<file path="config.mk">
export PLATFORM = sky130hd
export DESIGN_NAME = mdio_page_bridge
export DESIGN_NICKNAME = d
export VERILOG_FILES = /design/src/rtl/mdio_bridge_pkg.sv /design/src/rtl/mdio_frame_engine.sv /design/src/rtl/mdio_page_sequencer.sv /design/src/rtl/mdio_page_bridge.sv
export SDC_FILE = /design/constraint.sdc
export NUM_CORES = 1
export LEC_CHECK = 0
export BUFFER_PORTS_ARGS = -buffer_cell sky130_fd_sc_hd__buf_2
export CORE_MARGIN = 1.5
export CORE_UTILIZATION = 52
export CTS_BUF_LIST = sky130_fd_sc_hd__clkbuf_8
export DETAILED_ROUTE_END_ITERATION = 12
export PLACE_DENSITY = 0.76
export REMOVE_ABC_BUFFERS = 1
export SLEW_MARGIN = 20
export SYNTH_ARGS = -nofsm -noshare
export SYNTH_HDL_FRONTEND = slang
export SYNTH_SLANG_ARGS = --single-unit
export TNS_END_PERCENT = 100
</file>
<file path="constraint.sdc">
create_clock -name clk -period 7.4 [get_ports clk]
set_input_delay 0.74 -clock clk [delete_from_list [all_inputs] [get_ports clk]]
set_output_delay 0.74 -clock clk [all_outputs]
set_load 0.02 [all_outputs]
</file>
<file path="src/rtl/mdio_bridge_pkg.sv">
package mdio_bridge_pkg;
    localparam int WORD_W = 32;
    localparam int HALF_W = 16;
    localparam int PAGE_W = 9;
    localparam int OFFS_W = 3;
    localparam int FRAME_BITS = 64;
    localparam logic [4:0] PAGE_SEL_PHY = 5'h18;
    localparam logic [1:0] DATA_PHY_HI = 2'b10;

    typedef enum logic [1:0] {
        SQ_IDLE,
        SQ_LAUNCH,
        SQ_WAIT,
        SQ_SETTLE
    } seq_state_e;
endpackage

</file>
<file path="src/rtl/mdio_frame_engine.sv">
module mdio_frame_engine #(
    parameter int MDC_DIV = 4
) (
    input  logic        clk,
    input  logic        rst_n,
    input  logic        start,
    input  logic        rd,
    input  logic [4:0]  phy,
    input  logic [4:0]  regad,
    input  logic [15:0] wdata,
    output logic        done,
    output logic [15:0] rdata,
    output logic        mdc,
    output logic        mdio_o,
    output logic        mdio_oe,
    input  logic        mdio_i
);
    import mdio_bridge_pkg::*;

    localparam int DW = (MDC_DIV > 1) ? $clog2(MDC_DIV) : 1;
    localparam logic [5:0] LAST_BIT = 6'(FRAME_BITS - 1);
    localparam logic [5:0] TA_BIT = 6'd46;
    localparam logic [5:0] DATA_BIT = 6'd48;

    typedef struct packed {
        logic                  busy;
        logic                  rd;
        logic [DW-1:0]         div;
        logic                  mdc;
        logic [5:0]            bitn;
        logic [FRAME_BITS-1:0] sh;
        logic [HALF_W-1:0]     rx;
        logic                  done;
    } eng_t;

    eng_t eng_d, eng_q;

    always_comb begin
        eng_d = eng_q;
        eng_d.done = 1'b0;
        if (!eng_q.busy) begin
            if (start) begin
                eng_d.busy = 1'b1;
                eng_d.rd   = rd;
                eng_d.div  = '0;
                eng_d.mdc  = 1'b0;
                eng_d.bitn = '0;
                eng_d.sh   = {32'hFFFF_FFFF, 2'b01, (rd ? 2'b10 : 2'b01), phy, regad,
                              (rd ? 2'b11 : 2'b10), (rd ? 16'hFFFF : wdata)};
            end
        end else if (eng_q.div == DW'(MDC_DIV - 1)) begin
            eng_d.div = '0;
            eng_d.mdc = !eng_q.mdc;
            if (!eng_q.mdc) begin
                // rising MDC: sample returned data bits
                if (eng_q.rd && eng_q.bitn >= DATA_BIT)
                    eng_d.rx = {eng_q.rx[HALF_W-2:0], mdio_i};
            end else if (eng_q.bitn == LAST_BIT) begin
                eng_d.busy = 1'b0;
                eng_d.done = 1'b1;
            end else begin
                eng_d.bitn = eng_q.bitn + 6'd1;
                eng_d.sh   = {eng_q.sh[FRAME_BITS-2:0], 1'b1};
            end
        end else begin
            eng_d.div = eng_q.div + DW'(1);
        end
    end

    always_ff @(posedge clk or negedge rst_n) begin
        if (!rst_n) eng_q <= '0;
        else        eng_q <= eng_d;
    end

    assign done    = eng_q.done;
    assign rdata   = eng_q.rx;
    assign mdc     = eng_q.mdc;
    assign mdio_o  = eng_q.busy ? eng_q.sh[FRAME_BITS-1] : 1'b1;
    assign mdio_oe = eng_q.busy && !(eng_q.rd && eng_q.bitn >= TA_BIT);
endmodule

</file>
<file path="src/rtl/mdio_page_sequencer.sv">
module mdio_page_sequencer #(
    parameter int ADDR_W     = 18,
    parameter int SETTLE_CYC = 625
) (
    input  logic              clk,
    input  logic              rst_n,
    input  logic              req_valid,
    input  logic [1:0]        req_op,
    input  logic [ADDR_W-1:0] req_addr,
    input  logic [31:0]       req_wdata,
    input  logic [31:0]       req_mask,
    output logic              req_ready,
    output logic              done,
    output logic [31:0]       rdata,
    output logic              eng_start,
    output logic              eng_rd,
    output logic [4:0]        eng_phy,
    output logic [4:0]        eng_reg,
    output logic [15:0]       eng_wdata,
    input  logic              eng_done,
    input  logic [15:0]       eng_rdata
);
    import mdio_bridge_pkg::*;

    localparam int CW = $clog2(SETTLE_CYC + 1);

    typedef struct packed {
        seq_state_e        st;
        logic [2:0]        step;
        logic              rmw;
        logic              wr;
        logic [PAGE_W-1:0] page;
        logic [OFFS_W-1:0] off;
        logic [3:0]        regbase;
        logic [WORD_W-1:0] mask;
        logic [WORD_W-1:0] val;
        logic [WORD_W-1:0] word;
        logic [CW-1:0]     cnt;
        logic              done;
        logic [WORD_W-1:0] rdata;
    } seq_t;

    seq_t sq_d, sq_q;
    logic [2:0] last_step;

    assign last_step = sq_q.rmw ? 3'd4 : 3'd2;

    always_comb begin
        sq_d = sq_q;
        sq_d.done = 1'b0;
        case (sq_q.st)
            SQ_IDLE: if (req_valid) begin
                sq_d.st      = SQ_LAUNCH;
                sq_d.step    = 3'd0;
                sq_d.rmw     = req_op[1];
                sq_d.wr      = (req_op == 2'b01);
                sq_d.page    = req_addr[17:9];
                sq_d.off     = req_addr[8:6];
                sq_d.regbase = req_addr[5:2];
                sq_d.mask    = req_mask;
                sq_d.val     = req_wdata;
                sq_d.word    = req_wdata;
            end
            SQ_LAUNCH: sq_d.st = SQ_WAIT;
            SQ_WAIT: if (eng_done) begin
                if (sq_q.step == 3'd1 && !sq_q.wr)
                    sq_d.word[15:0] = eng_rdata;
                if (sq_q.step == 3'd2 && !sq_q.wr) begin
                    sq_d.word[31:16] = eng_rdata;
                    if (sq_q.rmw)
                        sq_d.word = ({eng_rdata, sq_q.word[15:0]} & ~sq_q.mask) | sq_q.val;
                end
                if (sq_q.step == 3'd0) begin
                    sq_d.st  = SQ_SETTLE;
                    sq_d.cnt = '0;
                end else if (sq_q.step == last_step) begin
                    sq_d.st    = SQ_IDLE;
                    sq_d.done  = 1'b1;
                    sq_d.rdata = sq_d.word;
                end else begin
                    sq_d.step = sq_q.step + 3'd1;
                    sq_d.st   = SQ_LAUNCH;
                end
            end
            SQ_SETTLE: begin
                if (sq_q.cnt == CW'(SETTLE_CYC - 1)) begin
                    sq_d.step = 3'd1;
                    sq_d.st   = SQ_LAUNCH;
                end else begin
                    sq_d.cnt = sq_q.cnt + CW'(1);
                end
            end
            default: sq_d.st = SQ_IDLE;
        endcase
    end

    always_ff @(posedge clk or negedge rst_n) begin
        if (!rst_n) sq_q <= '0;
        else        sq_q <= sq_d;
    end

    logic first_step, low_half;
    assign first_step = (sq_q.step == 3'd0);
    assign low_half   = (sq_q.step == 3'd1) || (sq_q.step == 3'd3);

    assign req_ready = (sq_q.st == SQ_IDLE);
    assign done      = sq_q.done;
    assign rdata     = sq_q.rdata;
    assign eng_start = (sq_q.st == SQ_LAUNCH);
    assign eng_rd    = !sq_q.wr && (sq_q.step == 3'd1 || sq_q.step == 3'd2);
    assign eng_phy   = first_step ? PAGE_SEL_PHY : {DATA_PHY_HI, sq_q.off};
    assign eng_reg   = first_step ? 5'd0 : {sq_q.regbase, !low_half};
    assign eng_wdata = first_step ? {{(HALF_W-PAGE_W){1'b0}}, sq_q.page}
                     : (low_half ? sq_q.word[15:0] : sq_q.word[31:16]);
endmodule

</file>
<file path="src/rtl/mdio_page_bridge.sv">
module mdio_page_bridge #(
    parameter int CLK_HZ    = 125_000_000,
    parameter int SETTLE_US = 5,
    parameter int MDC_DIV   = 4,
    parameter int ADDR_W    = 18
) (
    input  logic              clk,
    input  logic              rst_n,
    input  logic              req_valid,
    input  logic [1:0]        req_op,
    input  logic [ADDR_W-1:0] req_addr,
    input  logic [31:0]       req_wdata,
    input  logic [31:0]       req_mask,
    output logic              req_ready,
    output logic              done,
    output logic [31:0]       rdata,
    output logic              mdc,
    output logic              mdio_o,
    output logic              mdio_oe,
    input  logic              mdio_i
);
    localparam int SETTLE_CYC = (CLK_HZ / 1_000_000) * SETTLE_US;

    logic        eng_start, eng_rd, eng_done;
    logic [4:0]  eng_phy, eng_reg;
    logic [15:0] eng_wdata, eng_rdata;

    mdio_page_sequencer #(.ADDR_W(ADDR_W), .SETTLE_CYC(SETTLE_CYC)) u_seq (
        .clk(clk), .rst_n(rst_n),
        .req_valid(req_valid), .req_op(req_op), .req_addr(req_addr),
        .req_wdata(req_wdata), .req_mask(req_mask),
        .req_ready(req_ready), .done(done), .rdata(rdata),
        .eng_start(eng_start), .eng_rd(eng_rd), .eng_phy(eng_phy),
        .eng_reg(eng_reg), .eng_wdata(eng_wdata),
        .eng_done(eng_done), .eng_rdata(eng_rdata)
    );

    mdio_frame_engine #(.MDC_DIV(MDC_DIV)) u_eng (
        .clk(clk), .rst_n(rst_n),
        .start(eng_start), .rd(eng_rd), .phy(eng_phy), .regad(eng_reg),
        .wdata(eng_wdata), .done(eng_done), .rdata(eng_rdata),
        .mdc(mdc), .mdio_o(mdio_o), .mdio_oe(mdio_oe), .mdio_i(mdio_i)
    );
endmodule

</file>
* After elaboration in Yosys (flattened, before gate mapping) *
Cells that the tools add are included.

cells by class
  add/subtract/negate cells = 4
  order comparisons = 2
  equality and inequality tests = 21
  muxes and demuxes = 44
  bitwise gates (word level) = 6
  reductions and logical operators = 28

operators with widths
  kind                                                              count
  75-bit 2-to-1 mux                                                 2
  70-bit 2-to-1 mux                                                 2
  119-bit 2-to-1 mux                                                1
  33-bit 2-to-1 mux                                                 3
  16-bit 2-to-1 mux                                                 6
  88-bit 2-to-1 mux                                                 1
  73-bit 2-to-1 mux                                                 1
  32-bit 2-to-1 mux                                                 2
  32-bit one-hot mux with 2 select lines                            1
  32-bit bitwise AND                                                1
  32-bit inverter                                                   1
  32-bit OR                                                         1
  10-bit 2-to-1 mux                                                 2
  10-bit one-hot mux with 2 select lines                            1
  4-bit AND reduction                                               4
  5-bit 2-to-1 mux                                                  3
  2-bit inequality test (second input constant)                     7
  6-bit greater-or-equal comparator (second input constant)         2
  10-bit by 1-bit adder with 10-bit output (second input constant)  1
  10-bit equality test (second input constant)                      1
  1-bit 2-to-1 mux                                                  10
  3-bit 2-to-1 mux                                                  3
  3-bit one-hot mux with 3 select lines                             1
  2-bit one-hot mux with 4 select lines                             1
  23 further kinds                                                  47

word-level totals
  flip-flop bits (word level) = 254
  word-level logic and storage cells = 126

* Depth between registers and ports, before layout *
Gate-level depths: netlist of run 1.

  word-level depth = 9
  mapped depth = 10
  gate-level depth less buffers = 7

* Modules after synthesis *
From an unflattened synthesis of run 1, not the netlist that was laid out.

second synthesis, totals
  cell total of the unflattened synthesis = 1,063
  area, all modules = 12,313.1 um^2

modules (own cells, without submodules)
  module               times used  cells each  area an instance (um^2)  sequential area each (um^2)
  mdio_page_sequencer  1           717         8,044.0                  4,053.9
  mdio_frame_engine    1           346         4,269.1                  2,302.2

* Worst setup path before layout of run 1 *
No wires, ideal clock.

  kind = register to register
  start point = reg u_seq.sq_q[157] (netlist name)
  end point = reg u_seq.sq_q, in the netlist u_seq.rdata[8]
  arrival time = 2,350 ps
  slack = 4,925 ps
  stages on the path, launching flop included = 11
  buffers on the path = 3
  path through = dfrtp_1 > buf_2 > inv_1 > ha_1 > or4b_1 > a21o_1 > or2_1 > buf_6 > clkinv_8 > buf_8 > mux2_2

on the way
  word-level cells in the longest chain between the ends = 5

RTL lines
  element                                         line                       source
  start, declared                                 mdio_page_sequencer.sv:43  seq_t sq_d, sq_q;
  start signal, assigned                          mdio_page_sequencer.sv:99  else sq_q <= sq_d;
  3-bit by 1-bit equality test with 1-bit output  mdio_page_sequencer.sv:66  if (sq_q.step == 3'd1 && !sq_q.wr)
  1-bit logical AND                               mdio_page_sequencer.sv:66
  16-bit 2-to-1 mux                               mdio_page_sequencer.sv:66
  32-bit 2-to-1 mux                               mdio_page_sequencer.sv:70  if (sq_q.rmw)
  32-bit 2-to-1 mux                               mdio_page_sequencer.sv:68  if (sq_q.step == 3'd2 && !sq_q.wr) begin

Several ways; a longest one is shown, not always the timed one.
A chain may end at the register's enable or synchronous reset.

* Worst setup path after layout of run 1 *
  start point = reg u_seq.sq_q[157] (netlist name)
  end point = reg u_seq.sq_q[36] (netlist name)

on the way
  word-level cells in the longest chain between the ends = 3

RTL lines
  element                                                     line                       source
  3-bit zero test                                             mdio_page_sequencer.sv:73  if (sq_q.step == 3'd0) begin
  2-bit by 1-bit inequality test with 1-bit output (no line)  -
  4-bit AND reduction (no line)                               -

Every way passes these cells.

==> results.rst, run 1 <==
.. list-table::
   :header-rows: 1

   * - Metric
     - Value
   * - Highest achievable clock rate
     - 0.335 GHz
   * - Antenna violations before repair
     - 0
   * - RSZ-0062 raised after global routing
     - no
   * - Setup crit start kind
     - register
   * - Maximum capacitance violations
     - 0
   * - Area after DPL
     - about 0.012 sq mm
   * - Share of the cycle needed by the critical path after routing
     - 0.403
   * - Synthesis-stage register bit count
     - 254
   * - Non-Filler Cell Area, Final
     - 0.0129 sq mm
   * - Core outline area
     - around 0.022 sq mm
   * - Leading cell types by total area after synthesis
     - dfrtp_1 55%, nand2_1 13%, a22oi_1 3.6%, o21ai_0 3.3%, mux2_2 2.3%
   * - Path type of the worst min-delay path
     - input port to async pin
   * - Share of cells above drive strength 1
     - 0.170
   * - Class of the most critical setup path
     - register to register
   * - Filler cell count
     - 1889
   * - Post-synth top area share
     - 0.551
   * - Worst rel slew slack
     - 0.347
   * - Number of unique standard cell types used by synthesis
     - 48
   * - Vias in the first global route
     - between 8k and 9k
   * - Cell chosen for the clock root
     - clkbuf_8
   * - Clock tree from TritonCTS
     - done
   * - Largest fanout on the critical path
     - 15
   * - GRT Max-Usage Layer
     - met2
   * - DPL Wire Length
     - 16900 microns
   * - Core Rows
     - 54
   * - Crit path arrival time
     - 3430 ps
   * - Status
     - completed
   * - Drt pass-1 iters
     - 6
   * - Capturing element type of the critical path
     - register
   * - Sequential cell area fraction in the yosys report
     - 0.551
   * - Met1 global-route usage
     - 0.336
   * - Post-Place Setup Slack
     - 4320 ps
   * - Width of the die
     - 152 microns
   * - Critical path required time
     - 7850 ps
   * - Post-CTS sizing
     - 0
   * - Clock net sink count
     - 254
   * - Ant diodes
     - 0
   * - Clock latency on the worst-skew pair
     - 530 ps
   * - Remaining number of nets flagged by the antenna check after routing
     - 0
   * - Worst-Margin Slew
     - 980 ps
   * - Post-placement cell count
     - around 1.6k
   * - CP delay by family, top
     - simple AND/OR/NAND/NOR gates
   * - Final slew viol count
     - 0
   * - Overall overflow remaining after global route
     - 0
   * - Largest net degree at the start of global routing
     - 93
   * - Die Outline Area
     - 0.0231 sq mm
   * - Wire length of the first global-routing pass
     - 45400 microns
   * - R2r endpoint
     - u_seq.sq_q[36]$_DFFE_PN0P_
   * - Starting density of the core
     - 0.530
   * - Final setup margin
     - around 4400 ps
   * - Post-layout net count
     - 1412
   * - Violation count after the first detailed-route iteration
     - between 800 and 900
   * - Count of buffers from port buffering
     - ~120
   * - Power density over the cells
     - about 200 mW/mm^2
   * - Via total after detailed routing
     - just over 9k
   * - Leakage
     - 6.61 nW
   * - Yosys Warn Count
     - 0
   * - Post-CTS setup-driven buffer insertion count
     - 0
   * - I/O pin count
     - 125
   * - Clock-pin slew of the registers on the worst-case setup and hold paths
     - 60 ps
   * - Worst supply voltage drop on vdd
     - 0.138 mV
   * - Maximum count of clock buffers along a single path
     - 3
   * - Critical path buffers and inverters
     - 1
   * - Filler-free cell count of the finished design
     - between 1.5k and 2k
   * - Die Y-Extent
     - 152 microns
   * - R2R Setup Slk
     - 4420 ps
   * - Global-route total usage across every layer
     - 0.240
   * - Synthesis-to-layout area growth
     - 11.8%
   * - Cell type contributing the most total cell area after synthesis
     - dfrtp_1
   * - Maximum single-stage delay on the critical path
     - 780 ps
   * - Total Negative Setup Slacks
     - 0 ps
   * - R2r worst-path depth
     - 7
   * - Ordered list of cells on the worst path
     - inv_1 -> ha_1 -> nor2b_1 -> and3_1 -> o21ai_1 -> or4_1 -> nand2_1
   * - Final Skew
     - between 20 and 30 ps
   * - Average via count per standard cell
     - 5.63
   * - Final hold vios
     - 0
   * - Total CTS buffers
     - 43
   * - Syn Area/Cell
     - 9.24 sq um
   * - Number of levels the H-tree was split into
     - 2
   * - Cell with the biggest individual delay on the critical path
     - nor2b_1
   * - RR Startpoint
     - u_seq.sq_q[157]$_DFFE_PN0P_
   * - Count of mapped cells out of synthesis
     - 1247
   * - Final GP Congestion
     - 0.835
   * - Final min period
     - about 3000 ps
   * - Cell area after synthesis
     - approximately 0.012 sq mm
   * - WL/cell
     - 16.9 microns
   * - Detailed Route WL
     - 27400 microns
   * - Total of hold buffers inserted after clock tree synthesis
     - 0
   * - Met3 track utilization from global routing
     - 0.0428
   * - Grt met2 use
     - 0.381
   * - Final setup violating endpoints
     - 0
   * - Detailed-route DRC error count
     - 0
## power breakdown
group	internal, W	switching [W]
logic	0.0000177	0.0000373
registers	0.00139	0
clock network	0.000649	0.000535
## cell usage in the layout (no fill, tap or decap), types with 31 or more instances in the layout
cell type  netlist  final
nand2_1        411    409
dfrtp_1        254    254
buf_2           12    121
o21ai_0         75     75
nor2_1          58     57
a22oi_1         55     55
clkbuf_8         0     54
nand3_1         45     45
a21oi_1         38     38
inv_1           17     31
## layer usage
layer  vias up  share of wire
met1      4421           0.45
met2       308           0.47
met4         0          0.021
li1       4341              -
met5         -              0
met3        50          0.066
## worst register-to-register path, cell delays in order, from the launching register on
cell	delay [ps]
dfrtp_1	520
inv_1	140
ha_1	250
nor2b_1	780
and3_1	290
o21ai_1	280
or4_1	570
nand2_1	90
## cell usage after synthesis (all sizes together)
| library cell | instances |
|---|---|
| and4bb | 1 |
| nand3b | 4 |
| or4 | 4 |
| o31ai | 1 |
| a31o | 2 |
| o2111ai | 2 |
| dfrtp | 254 |
| nand4 | 6 |
| o21a | 2 |
| clkinv | 1 |
| nor2b | 5 |
| o221ai | 4 |
| ha | 9 |
| nand2 | 411 |
| inv | 17 |
| nor4 | 1 |
| or2 | 2 |
| o211ai | 2 |
| clkbuf | 56 |
| a222oi | 8 |
| a221o | 20 |
| nor2 | 58 |
| a22o | 1 |
| xor2 | 3 |
| o211a | 1 |
| mux2 | 32 |
| o22a | 1 |
| a21oi | 38 |
| and2 | 4 |
| nor4bb | 1 |
| nand2b | 6 |
| xnor2 | 1 |
| o21ai | 78 |
| nand3 | 45 |
| or4b | 2 |
| a31oi | 11 |
| a21o | 19 |
| or3 | 2 |
| and3 | 20 |
| buf | 56 |
| nor3 | 1 |
| a22oi | 55 |
## how the worst max path moves through the flow
stage	from	endpoint	slack, ps	cells past startpoint
final	u_seq.sq_q[157]$_DFFE_PN0P_	u_seq.sq_q[36]$_DFFE_PN0P_	4420	7
after CTS	u_seq.sq_q[157]$_DFFE_PN0P_	u_seq.sq_q[36]$_DFFE_PN0P_	4340	7
after detailed placement	req_valid	u_seq.sq_q[58]$_DFFE_PN0P_	4320	5
after global placement	req_valid	u_seq.sq_q[53]$_DFFE_PN0P_	4370	5
after global routing	u_seq.sq_q[157]$_DFFE_PN0P_	u_seq.sq_q[39]$_DFFE_PN0P_	4130	7
after floorplan	u_eng.mdc$_DFFE_PN0P_	u_eng.eng_q[36]$_DFFE_PN0P_	2880	5
## cell type report
type,count,area [sq um],share of cell area
multi-input combinational,863,4570,0.354
inverter,18,80.1,0.00621
timing repair buffer,135,722,0.0560
tap,280,350,0.0272
sequential,254,6360,0.493
clock buffer,54,743,0.0577
clock inverter,17,70.1,0.00544
## registers in the layout, indices dropped and copies added, names as in the netlist
signal	cells
u_seq.sq_q	129
u_eng.eng_q	74
u_seq.rdata	32
u_eng.rdata	16
u_eng.done	1
u_eng.mdc	1
u_seq.done	1
## per-stage QoR
stage          hold WS [ps]   util  power, W
6_report                240  0.592   0.00263
5_1_grt                 277  0.592   0.00273
4_1_cts                 242  0.592   0.00266
3_5_place_dp            452  0.555   0.00147
3_3_place_gp            448  0.555   0.00147
2_1_floorplan           439      -   0.00142
## cells by family after synthesis
logic type | synth area share
compound gates | 0.141
xor+xnor | 0.00304
fa+ha+maj | 0.00977
buf+inv | 0.0568
flops | 0.551
mux | 0.0313
simple gates | 0.207
(Power assumes the default switching activity.)
==> run 2, diff against run 1 <==
==> constraint.sdc (replaced) <==
create_clock -name clk -period 3 [get_ports clk]
set_input_delay 0.3 -clock clk [delete_from_list [all_inputs] [get_ports clk]]
set_output_delay 0.3 -clock clk [all_outputs]
set_load 0.02 [all_outputs]
==> results.rst, run 2 (synthesis results as in run 1) <==
.. list-table::
   :header-rows: 1

   * - Metric
     - Value
   * - Maximum single-stage delay on the critical path
     - 520 ps (was 780 ps)
   * - WL/cell
     - 17.1 microns (was 16.9 microns)
   * - Class of the most critical setup path
     - register to register (unchanged)
   * - Final slew viol count
     - 0 (unchanged)
   * - Cell with the biggest individual delay on the critical path
     - or4b_1 (was nor2b_1)
   * - Register with the most flip-flops
     - u_seq.sq_q (unchanged)
   * - Capturing element type of the critical path
     - register (unchanged)
   * - Post-CTS sizing
     - 0 (unchanged)
   * - Starting density of the core
     - 0.530 (unchanged)
   * - Final hold vios
     - 0 (unchanged)
   * - Final setup violating endpoints
     - 0 (unchanged)
   * - Largest fanout on the critical path
     - 32 (was 15)
   * - Final min period
     - 2460 ps (was 2980 ps)
   * - Power density over the cells
     - 491 mW/mm^2 (was 204 mW/mm^2)
   * - Highest-count cells in the layout ignoring fill and taps
     - 410 x nand2_1, 254 x dfrtp_1, 121 x buf_2 (was 409 x nand2_1, 254 x dfrtp_1, 121 x buf_2)
   * - Crit path arrival time
     - 2850 ps (was 3430 ps)
   * - Wire length of the first global-routing pass
     - 48000 microns (was 45400 microns)
   * - Hold_ws
     - 90.7 ps (was 240 ps)
   * - Number of levels the H-tree was split into
     - 2 (unchanged)
   * - Critical path buffers and inverters
     - 2 (was 1)
   * - DPL Wire Length
     - 17700 microns (was 16900 microns)
   * - Ant diodes
     - 0 (unchanged)
   * - CP delay by family, top
     - simple AND/OR/NAND/NOR gates (unchanged)
   * - Maximum capacitance violations
     - 0 (unchanged)
   * - Total of hold buffers inserted after clock tree synthesis
     - 67 (was 0)
   * - I/O pin count
     - 125 (unchanged)
   * - Highest achievable clock rate
     - 0.407 GHz (was 0.335 GHz)
   * - Setup crit start kind
     - register (unchanged)
   * - Synthesis-to-layout area growth
     - 19.7% (was 11.8%)
   * - Final Skew
     - 19.7 ps (was 25.2 ps)
   * - Detailed Route WL
     - 29200 microns (was 27400 microns)
   * - Path type of the worst min-delay path
     - input port to register (was input port to async pin)
   * - Clock net sink count
     - 254 (unchanged)
   * - Maximum count of clock buffers along a single path
     - 3 (unchanged)
   * - Core occupancy in the finished layout
     - 0.634 (was 0.592)
   * - Worst-Margin Slew
     - 896 ps (was 980 ps)
   * - Detailed-route DRC error count
     - 0 (unchanged)
   * - Remaining number of nets flagged by the antenna check after routing
     - 0 (unchanged)
   * - Antenna violations before repair
     - 0 (unchanged)
   * - Die Y-Extent
     - 152 microns (unchanged)
   * - Overall overflow remaining after global route
     - 0 (unchanged)
   * - Clock latency on the worst-skew pair
     - 540 ps (was 530 ps)
   * - Global-route total usage across every layer
     - 0.255 (was 0.240)
   * - Ordered list of cells on the worst path
     - inv_1 -> ha_1 -> or4b_1 -> a21o_1 -> or2_1 -> buf_4 -> nand2_1 -> o21ai_0 (was inv_1 -> ha_1 -> nor2b_1 -> and3_1 -> o21ai_1 -> or4_1 -> nand2_1)
   * - Total CTS buffers
     - 43 (unchanged)
   * - Vias in the first global route
     - 9646 (was 8932)
   * - Leakage
     - 7.03 nW (was 6.61 nW)
   * - Die Outline Area
     - 0.0231 sq mm (unchanged)
   * - Count of buffers from port buffering
     - 122 (unchanged)
   * - Worst rel slew slack
     - 0.403 (was 0.347)
   * - Final GP Congestion
     - 0.883 (was 0.835)
   * - Status
     - completed (unchanged)
   * - Core Rows
     - 54 (unchanged)
   * - Post-CTS setup-driven buffer insertion count
     - 0 (unchanged)
   * - Core outline area
     - 0.0218 sq mm (unchanged)
   * - Share of the cycle needed by the critical path after routing
     - 0.819 (was 0.403)
   * - Share of cells above drive strength 1
     - 0.173 (was 0.170)
   * - Leading cell type in the layout, fill and taps excluded
     - nand2_1 (unchanged)
   * - Via total after detailed routing
     - 9702 (was 9120)
   * - Flip-flop count of the largest register after layout
     - 129 (unchanged)
   * - Post-layout net count
     - 1496 (was 1412)
   * - Violation count after the first detailed-route iteration
     - 758 (was 817)
   * - RSZ-0062 raised after global routing
     - no (unchanged)
   * - Clock-pin slew of the registers on the worst-case setup and hold paths
     - 60 ps (about the same)
   * - Average via count per standard cell
     - 5.67 (was 5.63)
   * - Total power
     - 0.00677 W (was 0.00263 W)
   * - Cell chosen for the clock root
     - clkbuf_8 (unchanged)
   * - Total Negative Setup Slacks
     - 0 ps (unchanged)
   * - Width of the die
     - 152 microns (unchanged)
   * - Clock tree from TritonCTS
     - done (unchanged)
   * - Drt pass-1 iters
     - 6 (unchanged)
   * - Largest net degree at the start of global routing
     - 98 (was 93)
   * - Worst supply voltage drop on vdd
     - 0.360 mV (was 0.138 mV)
   * - Critical path required time
     - 3390 ps (was 7850 ps)
-- run 2: cell count changes in the layout (fill, tap and decap cells not counted), moves of 3 or more --
| cell | previous run | this run |
|---|---|---|
| buf_12 | 0 | 3 |
| dlygate4sd3_1 | 0 | 67 |
| buf_4 | 12 | 27 |
| clkbuf_8 | 54 | 59 |
-- run 2: layout make-up --
class                   count  area, sq um
repair buffers            219         1550
well taps                 280          350
fillers                  1731         7960
multi-input cells         863         4560
clock inverters            18         80.1
inverters                  18         80.1
clock buffers              59          812
flip-flops and latches    254         6360
-- run 2: through the flow --
| stage | instances | worst slack (ps) | cell area (sq um) |
|---|---|---|---|
| floorplan | 1135 | -1520 | 11000 |
| global placement | 1567 | 695 | 12200 |
| detailed placement | 1567 | 634 | 12200 |
| CTS | 1711 | 570 | 13800 |
| global route | 1711 | 415 | 13800 |
| finish | 1711 | 542 | 13800 |
-- run 2: worst paths after layout --
| check | from | to | slack (ps) | cells after the start |
|---|---|---|---|---|
| setup / recovery | u_seq.sq_q[158]$_DFFE_PN0P_ | u_seq.rdata[31]$_DFFE_PN0P_ | 540 | 8 |
| hold / removal | req_op[0] | u_seq.sq_q[155]$_DFFE_PN0P_ | 90 | 3 |
| setup reg to reg | u_seq.sq_q[158]$_DFFE_PN0P_ | u_seq.rdata[31]$_DFFE_PN0P_ | 540 | 8 |
| hold reg to reg | u_eng.eng_q[47]$_DFFE_PN0P_ | u_eng.eng_q[48]$_DFFE_PN0P_ | 470 | 2 |
| max in group asynchronous | rst_n | u_eng.eng_q[41]$_DFFE_PN0P_ | 1780 | 3 |
| min in group asynchronous | rst_n | u_seq.sq_q[138]$_DFFE_PN0P_ | 400 | 2 |
-- run 2: worst register-to-register path: cells and delay by family (launching register included) --
kind | cells | cell delay (ps)
and+or+nand+nor | 3 | 940
adders and majority gates | 1 | 260
buffers and inverters | 2 | 390
AOI/OAI and AO/OA | 2 | 310
DFF | 1 | 410
-- run 2: routing by layer --
layer  track usage  routed length (microns)  up-vias
li1              -                        -     4519
met1         0.343                    12700     4735
met2         0.418                    13700      372
met3        0.0431                     1910       76
met4        0.0939                      932        0
met5             0                        0        -
-- run 2: power breakdown --
group	internal [W]	total, W	switching, W
Combinational	0.000107	0.000215	0.000108
Clock	0.00175	0.00313	0.00139
Sequential	0.00343	0.00343	0
Total	0.00528	0.00677	0.00149
==> run 3, diff against run 2 <==
--- a/config.mk
+++ b/config.mk
@@ -5,6 +5,7 @@
 export SDC_FILE = /design/constraint.sdc
 export NUM_CORES = 1
 export LEC_CHECK = 0
+export ABC_AREA = 1
 export BUFFER_PORTS_ARGS = -buffer_cell sky130_fd_sc_hd__buf_2
 export CORE_MARGIN = 1.5
 export CORE_UTILIZATION = 52
==> constraint.sdc (replaced) <==
create_clock -name clk -period 2.4 [get_ports clk]
set_input_delay 0.24 -clock clk [delete_from_list [all_inputs] [get_ports clk]]
set_output_delay 0.24 -clock clk [all_outputs]
set_load 0.02 [all_outputs]
==> results.rst, run 3 <==
.. list-table::
   :header-rows: 1

   * - Metric
     - Value
   * - Final setup violating endpoints
     - 0 (unchanged)
   * - Status
     - completed (unchanged)
   * - Flip-flop count of the largest register after layout
     - 129 (unchanged)
   * - Worst rel slew slack
     - 0.521 (was 0.403)
   * - Sequential cell area fraction in the yosys report
     - 0.539 (was 0.551)
   * - Cell chosen for the clock root
     - clkbuf_8 (unchanged)
   * - Setup crit start kind
     - register (unchanged)
   * - Core outline area
     - 0.0220 sq mm (was 0.0218 sq mm)
   * - Clock latency on the worst-skew pair
     - 560 ps (was 540 ps)
   * - Number of levels the H-tree was split into
     - 2 (unchanged)
   * - Count of flip-flops with a built-in enable after synthesis
     - 0 (unchanged)
   * - Main flop type after synthesis
     - dfrtp_1 (unchanged)
   * - Final hold vios
     - 0 (unchanged)
   * - Leading cell types by total area after synthesis
     - dfrtp_1 54%, nand2_1 18%, o21ai_0 4.2%, inv_1 3.8%, o211ai_1 2.9% (was dfrtp_1 55%, nand2_1 13%, a22oi_1 3.6%, o21ai_0 3.3%, mux2_2 2.3%)
   * - WL/cell
     - 15.7 microns (was 17.1 microns)
   * - Count of buffers from port buffering
     - 122 (unchanged)
   * - Class of the most critical setup path
     - register to register (unchanged)
   * - Number of unique standard cell types used by synthesis
     - 37 (was 48)
   * - Vias in the first global route
     - 10.5k (was 9646)
   * - Leakage
     - 7.49 nW (was 7.03 nW)
   * - Combined flip-flop and latch cell area
     - 0.00636 sq mm (unchanged)
   * - Ant diodes
     - 0 (unchanged)
   * - Largest fanout on the critical path
     - 29 (was 32)
   * - Path type of the worst min-delay path
     - input port to register (unchanged)
   * - Max Used Layer
     - met4 (unchanged)
   * - Cell type contributing the most total cell area after synthesis
     - dfrtp_1 (unchanged)
   * - Global-route total usage across every layer
     - 0.269 (was 0.255)
   * - RSZ-0062 raised after global routing
     - no (unchanged)
   * - Maximum capacitance violations
     - 0 (unchanged)
   * - Wire length of the first global-routing pass
     - 51500 microns (was 48000 microns)
   * - Worst supply voltage drop on vdd
     - 0.509 mV (was 0.360 mV)
   * - Count of mapped cells out of synthesis
     - 1463 (was 1247)
   * - Violation count after the first detailed-route iteration
     - 753 (was 758)
   * - Filler cell count
     - 1768 (was 1731)
   * - Critical path required time
     - 2900 ps (was 3390 ps)
   * - Starting density of the core
     - 0.536 (was 0.530)
   * - Final Skew
     - 40.9 ps (was 19.7 ps)
   * - Antenna violations before repair
     - 0 (unchanged)
   * - Total CTS buffers
     - 43 (unchanged)
   * - Register with the most flip-flops
     - u_seq.sq_q (unchanged)
   * - Clock-pin slew of the registers on the worst-case setup and hold paths
     - 60 ps (about the same)
   * - Overall overflow remaining after global route
     - 0 (unchanged)
   * - Post-Place Setup Slack
     - 323 ps (was 634 ps)
   * - Maximum count of clock buffers along a single path
     - 3 (unchanged)
   * - Core Rows
     - 54 (unchanged)
   * - Worst-Margin Slew
     - 718 ps (was 896 ps)
   * - Remaining number of nets flagged by the antenna check after routing
     - 0 (unchanged)
   * - Final slew viol count
     - 0 (unchanged)
   * - Detailed Route WL
     - 30700 microns (was 29200 microns)
   * - Largest net degree at the start of global routing
     - 90 (was 98)
   * - Average via count per standard cell
     - 5.36 (was 5.67)
   * - I/O pin count
     - 125 (unchanged)
   * - Filler-free cell count of the finished design
     - 1952 (was 1711)
   * - DPL Wire Length
     - 18500 microns (was 17700 microns)
   * - Via total after detailed routing
     - 10.5k (was 9702)
   * - Most frequent cells after synthesis
     - 571 x nand2_1, 254 x dfrtp_1, 121 x inv_1 (was 411 x nand2_1, 254 x dfrtp_1, 75 x o21ai_0)
   * - Share of the cycle needed by the critical path after routing
     - 0.883 (was 0.819)
   * - Capturing element type of the critical path
     - register (unchanged)
   * - Leading cell type in the layout, fill and taps excluded
     - nand2_1 (unchanged)
   * - Area of the multi-input gates
     - 0.00441 sq mm (was 0.00456 sq mm)
   * - Yosys Warn Count
     - 0 (unchanged)
   * - Post-layout net count
     - 1743 (was 1496)
   * - Top-count cell post-synth
     - nand2_1 (unchanged)
   * - Post-synth top area share
     - 0.539 (was 0.551)
   * - Highest-count cells in the layout ignoring fill and taps
     - 571 x nand2_1, 254 x dfrtp_1, 131 x inv_1 (was 410 x nand2_1, 254 x dfrtp_1, 121 x buf_2)
   * - Post-CTS sizing
     - 0 (unchanged)
   * - Synthesis-to-layout area growth
     - 20.4% (was 19.7%)
   * - Clock tree from TritonCTS
     - done (unchanged)
   * - Clock net sink count
     - 254 (unchanged)
   * - Synthesis-stage register bit count
     - 254 (unchanged)
   * - Power density over the cells
     - 590 mW/mm^2 (was 491 mW/mm^2)
   * - Syn Area/Cell
     - 8.07 sq um (was 9.24 sq um)
   * - Highest achievable clock rate
     - 0.472 GHz (was 0.407 GHz)
   * - Width of the die
     - 154 microns (was 152 microns)
   * - Drt pass-1 iters
     - 5 (was 6)
   * - Die Y-Extent
     - 154 microns (was 152 microns)
   * - Crit path arrival time
     - 2620 ps (was 2850 ps)
   * - Final GP Congestion
     - 0.833 (was 0.883)
   * - Final setup margin
     - 280 ps (was 542 ps)
   * - Share of flip-flops with an asynchronous set or reset after synthesis
     - 1.00 (unchanged)
   * - Detailed-route DRC error count
     - 0 (unchanged)
   * - Share of cells above drive strength 1
     - 0.141 (was 0.173)
   * - Wire length on met2
     - 14600 microns (was 13700 microns)
   * - Met3 WL post-DR
     - 1970 microns (was 1910 microns)
   * - Die Outline Area
     - 0.0236 sq mm (was 0.0231 sq mm)
   * - Wire length the detailed router placed on met1
     - 13000 microns (was 12700 microns)
   * - R2R Setup Slk
     - 280 ps (was 540 ps)
   * - Cell area after synthesis
     - 0.0118 sq mm (was 0.0115 sq mm)
   * - Final min period
     - 2120 ps (was 2460 ps)
   * - Post-placement cell count
     - 1798 (was 1567)
-- run 3: cell count changes in the layout (fill, tap and decap cells not counted), moves of 20 or more --
cell      change
a221o_1      -20
a22oi_1      -55
inv_1        +99
mux2_2       -24
nand2_1     +161
o211ai_1     +44
o21ai_0      +23
o21ai_1      +35
-- run 3: area by class of cell --
| cell class | instances | share of cell area |
|---|---|---|
| repair buffers | 236 | 0.123 |
| flip-flops and latches | 254 | 0.447 |
| inverters | 135 | 0.0357 |
| clock inverters | 15 | 0.00502 |
| well taps | 280 | 0.0247 |
| clock buffers | 56 | 0.0542 |
| multi-input cells | 976 | 0.310 |
-- run 3: path summary, 6_finish.rpt --
path | start | endpoint | cells past startpoint
setup / recovery | u_seq.sq_q[157]$_DFFE_PN0P_ | u_seq.rdata[3]$_DFFE_PN0P_ | 11
hold / removal | req_wdata[15] | u_seq.sq_q[90]$_DFFE_PN0P_ | 3
setup reg to reg | u_seq.sq_q[157]$_DFFE_PN0P_ | u_seq.rdata[3]$_DFFE_PN0P_ | 11
hold reg to reg | u_seq.rdata[17]$_DFFE_PN0P_ | u_seq.rdata[17]$_DFFE_PN0P_ | 2
max in group asynchronous | rst_n | u_seq.sq_q[128]$_DFFE_PN0P_ | 3
min in group asynchronous | rst_n | u_seq.rdata[28]$_DFFE_PN0P_ | 2
-- run 3: power by group --
part / leakage [nW] / switching, W / internal [W] / total, W
sequential: 3.23 / 0.000000859 / 0.00429 / 0.00429
clock: 0.474 / 0.00174 / 0.00208 / 0.00381
combinational: 3.78 / 0.000139 / 0.000153 / 0.000291
total: 7.49 / 0.00187 / 0.00651 / 0.00839
-- run 3: logic make-up after synthesis --
family | Yosys count | synth area share
and+or+nand+nor | 717 | 0.241
xor gates and xnor gates | 5 | 0.00371
AOI/OAI and AO/OA | 243 | 0.117
adders and majority gates | 9 | 0.00954
DFF | 254 | 0.539
buffers and inverters | 233 | 0.0877
muxes | 2 | 0.00191
-- run 3: stage by stage --
step	total power [W]	utilization	cell area, sq um	setup TNS (ps)	hold WS (ps)
finish	0.00839	0.645	14200	0	17.2
global placement	0.00455	0.569	12500	0	273
detailed placement	0.00455	0.569	12500	0	281
global route	0.00866	0.645	14200	0	18.4
CTS	0.00846	0.645	14200	0	0.542
floorplan	0.00437	-	11300	-32330	-55.6
-- run 3: timing repair --
item / in CTS / in global routing
hold buffers: 83 / 0
endpoints found under the hold margin: 170 / 0
setup buffers: 0 / 0
-- run 3: per-layer routing --
layer,GRT usage,up-vias
met1,0.352,4965
met4,0.126,0
met2,0.440,409
li1,-,4989
met3,0.0423,94
met5,0,-
-- run 3: worst max-delay path: stages, from the launching register on --
cell and delay [ps]:
dfrtp_1 430, inv_1 130, ha_1 190, nand2_1 90, nor2_4 90, nand2_1 150
inv_2 330, buf_12 240, o21ai_0 120, o21ai_0 140, nand2_1 90, nand2_1 70
